$ cat config.mk
export PLATFORM = sky130hd
export DESIGN_NAME = iocell
export DESIGN_NICKNAME = d
export VERILOG_FILES = /design/src/rtl/iocell_pkg.sv /design/src/rtl/iocell_ctrl.sv /design/src/rtl/iocell_store.sv /design/src/rtl/iocell_dly.sv /design/src/rtl/iocell_pad.sv /design/src/rtl/iocell.sv
export SDC_FILE = /design/constraint.sdc
export NUM_CORES = 1
export LEC_CHECK = 0
export ABC_AREA = 0
export BUFFER_PORTS_ARGS = -buffer_cell sky130_fd_sc_hd__buf_2
export CAP_MARGIN = 15
export CORE_MARGIN = 1.5
export CORE_UTILIZATION = 49
export DETAILED_ROUTE_END_ITERATION = 10
export PLACE_DENSITY_LB_ADDON = 0.05
export SKIP_CTS_REPAIR_TIMING = 1
export SLEW_MARGIN = 20
export SYNTH_ARGS = -nofsm -noshare
export SYNTH_HDL_FRONTEND = slang
export SYNTH_HIERARCHICAL = 1
export SYNTH_SLANG_ARGS = --single-unit
$ cat constraint.sdc
create_clock -name clk -period 3.1 [get_ports clk]
set_input_delay 0.31 -clock clk [delete_from_list [all_inputs] [get_ports clk]]
set_output_delay 0.31 -clock clk [all_outputs]
set_load 0.02 [all_outputs]
$ cat src/rtl/iocell_pkg.sv
`timescale 1ns/1ps
package iocell_pkg;

    localparam int ELEM_W  = 4;
    localparam int NPATH   = 3;
    localparam int RES_W   = 2;
    localparam int P_IN    = 0;
    localparam int P_OUT   = 1;
    localparam int P_OE    = 2;

    // one storage element's setup, bit 0 = registered
    typedef struct packed {
        logic sr_now;      // 1: set/reset acts at once, 0: at the edge
        logic sr_val;      // value loaded by set/reset
        logic latch;       // 1: level-sensitive, 0: edge-triggered
        logic registered;  // 1: through storage, 0: bypass
    } elem_cfg_t;

    typedef enum logic [RES_W-1:0] {
        RES_KEEP_A = 2'b00,
        RES_LOW    = 2'b01,
        RES_HIGH   = 2'b10,
        RES_KEEP_B = 2'b11
    } pad_res_e;

    typedef enum logic {
        ST_HOLD = 1'b0,
        ST_RUN  = 1'b1
    } cell_state_e;

endpackage

$ cat src/rtl/iocell_ctrl.sv
`timescale 1ns/1ps
module iocell_ctrl
    import iocell_pkg::*;
#(
    parameter int CFG_W = 16
) (
    input  logic             clk,
    input  logic             rst_n,
    input  logic             cfg_we,
    input  logic [CFG_W-1:0] cfg_wdata,
    output logic             run,
    output logic [CFG_W-1:0] cfg_q
);

    cell_state_e state_q;
    cell_state_e state_d;
    logic        cfg_open;

    // state register
    always_ff @(posedge clk or negedge rst_n) begin
        if (!rst_n) begin
            state_q <= ST_HOLD;
        end else begin
            state_q <= state_d;
        end
    end

    // transitions
    always_comb begin
        state_d = state_q;
        unique case (state_q)
            ST_HOLD: state_d = ST_RUN;   // arming edge
            ST_RUN:  state_d = ST_RUN;   // left only through reset
        endcase
    end

    // state outputs
    always_comb begin
        run      = 1'b0;
        cfg_open = 1'b0;
        unique case (state_q)
            ST_HOLD: cfg_open = 1'b1;
            ST_RUN:  run      = 1'b1;
        endcase
    end

    // configuration word, writable only while held
    always_ff @(posedge clk) begin
        if (cfg_we && cfg_open) begin
            cfg_q <= cfg_wdata;
        end
    end

endmodule

$ cat src/rtl/iocell_store.sv
`timescale 1ns/1ps
module iocell_store
    import iocell_pkg::*;
(
    input  logic      clk,
    input  logic      rst_n,
    input  logic      run,
    input  elem_cfg_t cfg,
    input  logic      d,
    input  logic      ce,
    input  logic      sr,
    output logic      y
);

    logic q_r;
    logic act_ce;
    logic act_sr;

    assign act_ce = run & ce;
    assign act_sr = run & sr;

    always_ff @(posedge clk or negedge rst_n) begin
        if (!rst_n) begin
            q_r <= 1'b0;
        end else if (act_sr) begin
            q_r <= cfg.sr_val;
        end else if (act_ce) begin
            q_r <= d;
        end
    end

    always_comb begin
        if (!cfg.registered) begin
            y = d;
        end else if (act_sr && cfg.sr_now) begin
            y = cfg.sr_val;
        end else if (cfg.latch && act_ce) begin
            y = d;
        end else begin
            y = q_r;
        end
    end

endmodule

$ cat src/rtl/iocell_dly.sv
`timescale 1ns/1ps
module iocell_dly #(
    parameter int DEPTH = 3,
    parameter int SEL_W = 2
) (
    input  logic             clk,
    input  logic             rst_n,
    input  logic             run,
    input  logic [SEL_W-1:0] sel,
    input  logic             d,
    output logic             y
);

    logic [DEPTH-1:0] sh;

    generate
        if (DEPTH == 1) begin : g_one
            always_ff @(posedge clk or negedge rst_n) begin
                if (!rst_n) begin
                    sh <= '0;
                end else if (run) begin
                    sh <= d;
                end
            end
        end else begin : g_many
            always_ff @(posedge clk or negedge rst_n) begin
                if (!rst_n) begin
                    sh <= '0;
                end else if (run) begin
                    sh <= {sh[DEPTH-2:0], d};
                end
            end
        end
    endgenerate

    always_comb begin
        y = d;
        for (int k = 1; k <= DEPTH; k++) begin
            if (int'(sel) == k) begin
                y = sh[k-1];
            end
        end
        if (int'(sel) > DEPTH) begin
            y = sh[DEPTH-1];
        end
    end

endmodule

$ cat src/rtl/iocell_pad.sv
`timescale 1ns/1ps
module iocell_pad
    import iocell_pkg::*;
(
    input  logic     clk,
    input  logic     rst_n,
    input  logic     run,
    input  pad_res_e res,
    input  logic     drv_o,
    input  logic     drv_oe,
    input  logic     ext_drive,
    input  logic     ext_val,
    output logic     lvl
);

    logic keep_q;
    logic driven;

    assign driven = drv_oe | ext_drive;

    always_ff @(posedge clk or negedge rst_n) begin
        if (!rst_n) begin
            keep_q <= 1'b0;
        end else if (run && driven) begin
            keep_q <= lvl;
        end
    end

    always_comb begin
        if (drv_oe) begin
            lvl = drv_o;
        end else if (ext_drive) begin
            lvl = ext_val;
        end else begin
            unique case (res)
                RES_LOW:    lvl = 1'b0;
                RES_HIGH:   lvl = 1'b1;
                RES_KEEP_A: lvl = keep_q;
                RES_KEEP_B: lvl = keep_q;
            endcase
        end
    end

endmodule

$ cat src/rtl/iocell.sv
`timescale 1ns/1ps
module iocell
    import iocell_pkg::*;
#(
    parameter int DLY_MAX = 3
) (
    input  logic        clk,
    input  logic        rst_n,
    input  logic        cfg_we,
    input  logic [15:0] cfg_wdata,
    input  logic        core_o,
    input  logic        core_oe,
    input  logic        ce_in,
    input  logic        ce_out,
    input  logic        ce_oe,
    input  logic        sr_in,
    input  logic        sr_out,
    input  logic        sr_oe,
    input  logic        pad_ext_drive,
    input  logic        pad_ext_val,
    output logic        core_i,
    output logic        pad_o,
    output logic        pad_oe,
    output logic        pad_lvl
);

    localparam int DLY_W   = $clog2(DLY_MAX + 1);
    localparam int DLY_LSB = NPATH * ELEM_W;
    localparam int RES_LSB = DLY_LSB + DLY_W;
    localparam int CFG_W   = RES_LSB + RES_W;

    logic             run;
    logic [CFG_W-1:0] cfg_q;
    logic [NPATH-1:0] path_d;
    logic [NPATH-1:0] path_ce;
    logic [NPATH-1:0] path_sr;
    logic [NPATH-1:0] path_y;
    logic             dly_y;
    logic [DLY_W-1:0] dly_sel;
    pad_res_e         res_sel;

    iocell_ctrl #(.CFG_W(CFG_W)) i_ctrl (
        .clk       (clk),
        .rst_n     (rst_n),
        .cfg_we    (cfg_we),
        .cfg_wdata (cfg_wdata[CFG_W-1:0]),
        .run       (run),
        .cfg_q     (cfg_q)
    );

    assign dly_sel = cfg_q[DLY_LSB +: DLY_W];
    assign res_sel = pad_res_e'(cfg_q[RES_LSB +: RES_W]);

    iocell_dly #(.DEPTH(DLY_MAX), .SEL_W(DLY_W)) i_dly (
        .clk   (clk),
        .rst_n (rst_n),
        .run   (run),
        .sel   (dly_sel),
        .d     (pad_lvl),
        .y     (dly_y)
    );

    assign path_d[P_IN]   = dly_y;
    assign path_d[P_OUT]  = core_o;
    assign path_d[P_OE]   = core_oe;
    assign path_ce[P_IN]  = ce_in;
    assign path_ce[P_OUT] = ce_out;
    assign path_ce[P_OE]  = ce_oe;
    assign path_sr[P_IN]  = sr_in;
    assign path_sr[P_OUT] = sr_out;
    assign path_sr[P_OE]  = sr_oe;

    generate
        for (genvar p = 0; p < NPATH; p++) begin : g_path
            iocell_store i_store (
                .clk   (clk),
                .rst_n (rst_n),
                .run   (run),
                .cfg   (elem_cfg_t'(cfg_q[p*ELEM_W +: ELEM_W])),
                .d     (path_d[p]),
                .ce    (path_ce[p]),
                .sr    (path_sr[p]),
                .y     (path_y[p])
            );
        end
    endgenerate

    // driver stays off until the cell runs
    assign pad_o   = run & path_y[P_OUT];
    assign pad_oe  = run & path_y[P_OE];
    assign core_i  = path_y[P_IN];

    iocell_pad i_pad (
        .clk       (clk),
        .rst_n     (rst_n),
        .run       (run),
        .res       (res_sel),
        .drv_o     (pad_o),
        .drv_oe    (pad_oe),
        .ext_drive (pad_ext_drive),
        .ext_val   (pad_ext_val),
        .lvl       (pad_lvl)
    );

endmodule

==> results.ini <==
[synthesis]
ys_warn_count=6
ys_top_cells_by_area=edfxtp_1 (44%), dfrtp_1 (19%), mux2_2 (4.2%)
synthDistinctLibCells=20
avgSynthCellArea_sq_um=12.7
synth.most_common_cell=edfxtp_1
synth_edf_count=16
netlist_instances=85
async_flop_share=0.333
syn_nets=116
yosys-top-cells-count=edfxtp_1 (16), nand2_1 (10), dfrtp_1 (8), nand3_1 (8), o21ai_0 (7)
ys_seq_elements=24
yosys.area.top_type=edfxtp_1
syn_area_sq_mm=0.00108
synth_top_cell_area_share=0.445
ys_seq_area_frac=0.630
synth-main-ff-cell=edfxtp_1

[timing]
period_minus_slack_ns=2.98
rsz0062_at_grt=false
drv_slew=0
fin_skew_ns=0.00227
finalHoldViolCount=0
finalSetupViolCount=0
fmax_mhz=336
fin_crit_sh=0.960

[detailed_routing]
totalWireLength_um=1920
viasPerCell=5.35
drc=0
routedWlPerCell_um=12.6
detail-route-antenna-nets=0
vias=819
drt-initial-drc-count=17
first_pass_iters=4

[placed_design]
dpl.hpwl_um=1340
gp_congestion=0.693
io_buffer_count=32

[global_route]
antenna_found_initial=0
grt_pass1_wl_um=2960
grt_max_degree=17
grt_usage=0.162
grt_pass1_vias=757
overflow=0

[cts]
clk_latency_ns=0.32
root_buffer=clkbuf_4
cts.clk_slew.worst_paths_ns=0.13
ctsHtreeMaxLevel=1
cts_tree=built
numCtsBuffers=3
cts_max_path_buffers=2
cts_sinks=24

[setup_path]
worst_path_max_delay_cell=mux4_2
worst_setup_path_end_kind=primary output
cp_cell_sequence=and3_1, nand4b_1, nand3b_1, and2_4, mux2_4, mux4_2, inv_1, o22ai_1, nand3b_1, buf_2
worstSetupPathType=reg2out
path_buf_inv=2
cp.arrival_ns=2.67
cp.required_ns=2.79
crit_path_max_incr_delay_ns=0.49
worstPathMaxFanout=6
crit_path_start_kind=flip-flop
critical-path-top-delay-family=multiplexers
cpMostUsedCell=nand3b_1

[die]
rows=16
die_h_um=49.9
fp.dieW_um=49.9
start_util=0.534
coreArea_sq_mm=0.00202
die-area_sq_mm=0.00249
io_pins=33

[layout]
multi_input_area_sq_um=383
seqCellArea_sq_um=682
n_antenna_cell=0
fin_util=0.682
n_fill_cell=159
area_growth_pct=27.7
layout.nets=158
drive_gt1_frac=0.397

[power]
p_leak_nw=0.622
vdd_drop_max_mv=0.387
power.density_mw_per_mm2=513
power_uw=707

[run_status]
status=complete, no violations

[run]
max_cap_viol_count=0

[worst_hold_path]
holdCritPathClass=in2reg

-- flip-flops by register name (all words and copies together), names as in the netlist --
register and cells:
i_ctrl/cfg_q 16, g_path.i_store/q_r 3, i_dly/sh 3, i_ctrl/state_q 1
i_pad/keep_q 1
-- per-layer routing --
metal	routed length, um	vias up	global-route usage
met5	0	-	0
met4	42	0	0.0833
met3	126	5	0.0364
met2	933	39	0.287
met1	819	377	0.182
li1	-	398	-
-- kinds of logic (layout without fill, tap and decap cells) --
logic type      after synthesis  in the layout  synth area share
simple gates                 32             32             0.170
fa+ha+maj                     2              2            0.0232
compound gates               15             15            0.0892
buf+inv                       6             47            0.0209
mux                           5              5            0.0626
flops                        24             24             0.630
other cells                   1              1           0.00347
-- report_power, final --
group	switching (mW)	internal [mW]	total [mW]
Combinational	0.0481	0.0533	0.101
Clock	0.0936	0.131	0.224
Sequential	0.0130	0.368	0.381
Total	0.155	0.553	0.707
-- cells in the final DEF (no fill, tap or decap), drive strengths merged --
cell type,instances
buf,35
edfxtp,16
nand2,10
nand3,8
dfrtp,8
o21ai,7
inv,6
nand4b,4
mux2,4
clkbuf,3
o22ai,3
and3,3
nand3b,3
a22o,3
ha,2
and2,2
bufinv,1
dlygate4sd3,1
nor2b,1
conb,1
mux4,1
a21oi,1
o31ai,1
nor2,1
dlymetal6s2s,1
-- worst paths after layout --
path,startpoint,to,slack [ns],depth (start not counted)
max,i_ctrl/state_q,core_i,0.12,10
min,cfg_wdata[3],i_ctrl/cfg_q[3],0.15,1
max reg2reg,i_ctrl/state_q,g_path[0].i_store/q_r,0.78,9
min reg2reg,i_dly/sh[2],i_dly/sh[2],0.52,1
max in group asynchronous,rst_n,i_ctrl/state_q,2.57,2
min in group asynchronous,rst_n,g_path[1].i_store/q_r,0.34,2
-- final cells by class --
class,count,area share
sequential,24,0.495
multi-input combinational,55,0.278
timing repair buffer,37,0.149
tap,27,0.0245
clock inverter,1,0.0218
clock buffer,3,0.0163
inverter,6,0.0163
-- stage by stage --
step	TNS, ns	hold WS [ns]	cells	setup WS [ns]	instance area (sq um)
6_report	0	0.152	153	0.123	1380
5_1_grt	0	0.130	153	0.0279	1380
4_1_cts	-0.167	-0.201	149	-0.167	1330
3_5_place_dp	0	0.164	145	0.223	1280
3_3_place_gp	0	0.164	145	0.360	1280
2_1_floorplan	0	0.0144	85	0.130	1080
No activity file was read; power rests on OpenSTA's default activity.
